--- config.mk ---
export PLATFORM = sky130hd
export DESIGN_NAME = mp_sparse_readout
export DESIGN_NICKNAME = d
export VERILOG_FILES = /design/src/rtl/mp_sparse_readout.sv
export SDC_FILE = /design/constraint.sdc
export NUM_CORES = 2
export LEC_CHECK = 0
export BUFFER_PORTS_ARGS = -buffer_cell sky130_fd_sc_hd__clkbuf_2
export CAP_MARGIN = 10
export CORE_UTILIZATION = 56
export DETAILED_ROUTE_END_ITERATION = 6
export PLACE_DENSITY = 0.77
export SLEW_MARGIN = 0
export SYNTH_ARGS = -nofsm -noshare
export SYNTH_HDL_FRONTEND = slang
export SYNTH_SLANG_ARGS = --single-unit
--- constraint.sdc ---
create_clock -name clk -period 2.75 [get_ports clk]
set_input_delay 0.275 -clock clk [delete_from_list [all_inputs] [get_ports clk]]
set_output_delay 0.275 -clock clk [all_outputs]
set_load 0.03 [all_outputs]
--- src/rtl/mp_sparse_readout.sv ---
module mp_sparse_readout #(
  parameter int COLS = 32,
  parameter int ROWS = 128,
  parameter int TSW  = 8,
  localparam int MCOLS = COLS / 4,
  localparam int NMP   = MCOLS * (ROWS / 4),
  localparam int MPW   = (NMP > 1) ? $clog2(NMP) : 1,
  localparam int WW    = MPW + 4 + TSW
) (
  input  logic            clk,
  input  logic            rst_n,
  input  logic [TSW-1:0]  ts_in,
  input  logic [NMP-1:0]  mp_hit,
  output logic [NMP-1:0]  mp_en,
  output logic [3:0]      col_en,
  input  logic [3:0]      data_in,
  output logic            out_valid,
  input  logic            out_ready,
  output logic [WW-1:0]   out_word
);

  typedef enum logic [1:0] {S_IDLE, S_CAP, S_EMIT} st_t;

  st_t                      st;
  logic [NMP-1:0]           pend;
  logic [NMP-1:0][TSW-1:0]  ts_q;
  logic [MPW-1:0]           cur, pick;
  logic [1:0]               col, row;
  logic [3:0]               bits, bits_nx;
  logic                     done;

  always_comb begin
    pick = '0;
    for (int i = NMP - 1; i >= 0; i--)
      if (pend[i]) pick = MPW'(i);
  end

  always_comb begin
    row = '0;
    for (int i = 3; i >= 0; i--)
      if (bits[i]) row = 2'(i);
  end

  assign bits_nx = bits & (bits - 4'd1);
  assign done = (col == 2'd3) &&
                ((st == S_CAP && data_in == 4'd0) ||
                 (st == S_EMIT && out_ready && bits_nx == 4'd0));

  always_ff @(posedge clk or negedge rst_n) begin
    if (!rst_n) begin
      pend <= '0;
      ts_q <= '0;
    end else begin
      for (int k = 0; k < NMP; k++) begin
        if (done && cur == MPW'(k)) pend[k] <= 1'b0;
        else if (mp_hit[k] && !pend[k]) begin
          pend[k] <= 1'b1;
          ts_q[k] <= ts_in;
        end
      end
    end
  end

  always_ff @(posedge clk or negedge rst_n) begin
    if (!rst_n) begin
      st   <= S_IDLE;
      cur  <= '0;
      col  <= '0;
      bits <= '0;
    end else begin
      case (st)
        S_IDLE: if (|pend) begin
          cur <= pick;
          col <= '0;
          st  <= S_CAP;
        end
        S_CAP: begin
          bits <= data_in;
          if (data_in != 4'd0) st <= S_EMIT;
          else if (col == 2'd3) st <= S_IDLE;
          else col <= col + 2'd1;
        end
        S_EMIT: if (out_ready) begin
          bits <= bits_nx;
          if (bits_nx == 4'd0) begin
            if (col == 2'd3) st <= S_IDLE;
            else begin
              col <= col + 2'd1;
              st  <= S_CAP;
            end
          end
        end
        default: st <= S_IDLE;
      endcase
    end
  end

  assign mp_en     = (st == S_CAP) ? (NMP'(1) << cur) : '0;
  assign col_en    = (st == S_CAP) ? (4'd1 << col) : 4'd0;
  assign out_valid = (st == S_EMIT);
  assign out_word  = {cur, col, row, ts_q[cur]};


  hold_chk: assert property (@(posedge clk) disable iff (!rst_n)
    out_valid && !out_ready |=> out_valid && $stable(out_word));


  en_excl_chk: assert property (@(posedge clk) disable iff (!rst_n)
    $onehot0(mp_en) && $onehot0(col_en) && ((|mp_en) == (|col_en)));


  prio_chk: assert property (@(posedge clk) disable iff (!rst_n)
    (st == S_IDLE && |pend) |=>
      ($past(pend) & ((NMP'(1) << cur) - NMP'(1))) == '0);

  generate
    for (genvar k = 0; k < NMP; k++) begin : g_chk

      reg_chk: assert property (@(posedge clk) disable iff (!rst_n)
        mp_hit[k] && !pend[k] |=> pend[k] && ts_q[k] == $past(ts_in));

      ts_keep_chk: assert property (@(posedge clk) disable iff (!rst_n)
        pend[k] |=> !pend[k] || $stable(ts_q[k]));
    end
  endgenerate

endmodule

==> metrics.md <==
| Metric | Value |
|---|---|
| Die Wd | 446.3 um |
| Count of flip-flops with a built-in enable after synthesis | 0 |
| Combinational share of power | 21.2% |
| Failing checks | negative setup slack |
| Worst EP arrival | 4.51 ns |
| Clock Power Share | 35.8% |
| Final HPWL DP | 283,800 um |
| Final worst path period need | 4.780 ns |
| CP Launch Type | flop |
| DRC | 0 |
| Gr ovfl total | 0 |
| WL per Instance | 35.42 um |
| Die footprint | 0.1992 mm^2 |
| Initial antenna violation count | 40 |
| Number of I/O pins | 552 |
| Max Cap Viol | 0 |
| Root Buffer | clkbuf_16 |
| Max clock buf depth | 3 |
| FMAX | 209.2 MHz |
| DP Area | 0.1274 mm^2 |
| Reg-to-reg endpoint | ts_q[382] |
| Hold_ws | 0.1049 ns |
| Drt pass-1 iters | 6 |
| Initial DRC Count | 10.92k |
| PnR worst setup slack | -2.030 ns |
| Max_slew headroom | 23.77% |
| Synthesized cell area | 0.1106 mm^2 |
| Status | finished, violations left |
| Reg2reg path depth | 15 |
| Synth Flop Type | dfrtp_1 |
| Peak supply drop | 0.8479 mV |
| Number of synthesis warnings | 0 |
| Placeable Area | 0.1956 mm^2 |
| Skew final | 0.04208 ns |
| Share of layout cells above drive strength 1 | 57.73% |
| Effective utilization at floorplan | 56.52% |
| Seq cells post-synth | 2,320 |
| DIE HEIGHT | 446.3 um |
| Final #Nets | 9,777 |
| Cell Chain, Critical Path | buf_12 > buf_16 > buf_4 > mux4_2 > mux4_2 > a22oi_2 > buf_4 > nand2_2 > a22oi_2 > buf_4 > o221ai_4 > buf_8 |
| Net Sw Power | 27,320 uW |
| Sequential area share after synthesis | 52.51% |
| Worst path slowest cell | mux4_2 |
| Switching portion of total power | 29.40% |
| Most used cell, CP | buf_4 |
| Worst endpoint required time | 2.48 ns |
| Worst min-delay path class | primary input to flop |
| Avg Inst Size Synth | 14.54 um^2 |
| Yosys cell types | 80 |
| Clock latency on the worst-skew pair | 0.89 ns |
| Routability cong. | 1.067 |
| Pwr/cell area | 645.2 mW/mm^2 |
| DRT antenna net count | 0 |
| Final hold vios | 0 |
| Vias | 84.50k |
| Post-synth net total | 7,882 |
| # setup viols final | 2,279 |
| Hold Startpoint | data_in[0] |
| Cells after synthesis | 7,603 |
| Pin count of the biggest net entering global routing | 130 |
| Hold path endpoint | st[1] |
| R2R setup slack | -0.67 ns |
| CP endpoint kind | primary output |
| Row cnt | 162 |
| Port bufs | 551 |
| CTS tree | yes |
| Slew @ Worst Pin | 1.143 ns |
| Fin crit share | 173.8% |
| First-pass GRT wire length | 600,700 um |
| Tot GR Track Use | 42.29% |
| Worst Path Max Fanout | 8 |
| Unrepaired setup endpoints after global routing | true |
| H-Tree Depth | 4 |
| Vias in the first global route | 84.60k |
| Hold Path Cell Cnt | 6 |
| Most common cell after layout, fill and taps aside | dfrtp_1 |
| CP Class | flop to primary output |
| Clk sink count | 2,320 |
| Aggregate routed wire length | 437,100 um |
| Sequential Power Share | 42.9% |
| Tot Pwr | 92,930 uW |
| Clock transition at path regs | 0.07 ns |
| Cts bufs inserted | 229 |
| Area Growth Syn to Fin | 30.28% |
| Crit path buf inv count | 6 |
| Crit path max-delay family | buffers and inverters |
| Asr flop ratio synth | 100.0% |
| Commonest non-fill, non-tap cells in the layout | 2,310 x dfrtp_1, 1,951 x mux2_2, 985 x buf_4, 633 x mux4_2, 368 x nor2_1 |
| FF-to-FF Start | cur[3] |
| Max incr delay on CP | 0.54 ns |
| Final instance area | 0.1440 mm^2 |
| Internal power | 65,610 uW |
| Vias per inst | 6.849 |
| Max-slew violation count | 0 |
| Leak | 0.06091 uW |
area by class of cell:
| cell class | count | area, um^2 |
|---|---|---|
| flip-flops and latches | 2320 | 58080 |
| clock buffers | 322 | 6650 |
| multi-input cells | 4677 | 52150 |
| clock inverters | 105 | 1294 |
| diodes | 20 | 50.05 |
| fillers | 11140 | 51570 |
| well taps | 2624 | 3283 |
| repair buffers | 2207 | 22290 |
| inverters | 63 | 240.2 |
cell usage after synthesis, types with 18 or more instances:
cell type  number  share of area (%)
mux2_2       1951                 20
buf_1          40               0.14
inv_1          62               0.21
mux2_4         80                1.1
clkbuf_1      352                1.2
o21ai_0        49               0.22
nor4_1         91               0.51
nor2_1        519                1.8
nand2b_1      118               0.67
mux2_1         20               0.20
a22oi_1        44               0.30
nor2b_1       117               0.66
dfrtp_1      2320                 53
nand4_1        24               0.14
nand2_1       138               0.47
a21oi_2        88               0.70
buf_2         115               0.52
nor3_1         44               0.20
buf_4          18               0.12
o211ai_2       24               0.27
a21oi_1       212               0.96
o21ai_2        92               0.73
o311a_1        18               0.16
mux4_2        633                 13
o22a_1        128                1.0
nand3_1        32               0.14
power by group through the flow:
stage | Combinational (uW) | Sequential, uW | Clock (uW)
2_1_floorplan | 8800 | 39400 | 0
3_3_place_gp | 15800 | 40000 | 0
3_5_place_dp | 16200 | 40200 | 0
4_1_cts | 17800 | 39600 | 33200
5_1_grt | 20000 | 40100 | 34600
6_report | 19700 | 39900 | 33300
how the worst max path moves through the flow:
stage | slack, ns | cells after the start | startpoint | end
2_1_floorplan | -0.21 | 9 | cur[0] | out_word[2]
4_1_cts | -1.95 | 12 | cur[0] | out_word[5]
6_report | -2.03 | 12 | cur[0] | out_word[0]
3_3_place_gp | -1.74 | 11 | cur[0] | out_word[5]
3_5_place_dp | -1.79 | 12 | cur[0] | out_word[6]
5_1_grt | -1.97 | 12 | cur[0] | out_word[6]
logic make-up (layout without fill, tap and decap cells):
logic type	after synthesis	count (layout)	share of synthesized area, %
AOI/OAI and AO/OA	827	827	5.779
buffers and inverters	607	2697	2.395
muxes	2694	2694	34.15
other	0	20	0
and+or+nand+nor	1146	1147	5.065
DFF	2320	2320	52.51
adders and majority gates	9	9	0.1007
metal layers:
metal	GRT usage (%)	part of all wire, %	up-vias
li1	-	-	32300
met1	51.06	33	43690
met2	60.62	43	6421
met3	14.03	12	2066
met4	37.60	11	26
met5	0	0.053	-
through the flow:
stage / TNS, ns / util [%] / worst slack [ns] / std cells
2_1_floorplan: -1.437 / - / -0.2133 / 7603
3_3_place_gp: -137.48 / 65.14 / -1.743 / 11410
3_5_place_dp: -150.01 / 65.15 / -1.794 / 11420
4_1_cts: -218.58 / 71.79 / -1.946 / 12170
5_1_grt: -703.17 / 73.62 / -1.973 / 12330
6_report: -607.56 / 73.64 / -2.030 / 12340
worst register-to-register path, delay by kind of cell (launching register included):
kind / cells / cell delay, ns
DFF: 1 / 0.57
AOI/OAI and AO/OA: 1 / 0.70
and+or+nand+nor: 2 / 0.13
buffers and inverters: 11 / 1.50
muxes: 1 / 0.43
repair_timing:
| action | in CTS | in global routing |
|---|---|---|
| hold endpoints to repair | 1977 | 0 |
| gates resized for setup | 443 | 830 |
| setup endpoints to repair | 1618 | 2321 |
| hold buffers | 264 | 0 |
| cloned | 5 | 10 |
| pin swaps | 46 | 107 |
| buffers inserted | 67 | 141 |
sequential cells by signal (all words and copies together) (netlist names):
name and cells:
ts_q 2048, pend 256, cur 8, bits 4
col 2, st 2
Power figures use the tool's default switching activity.
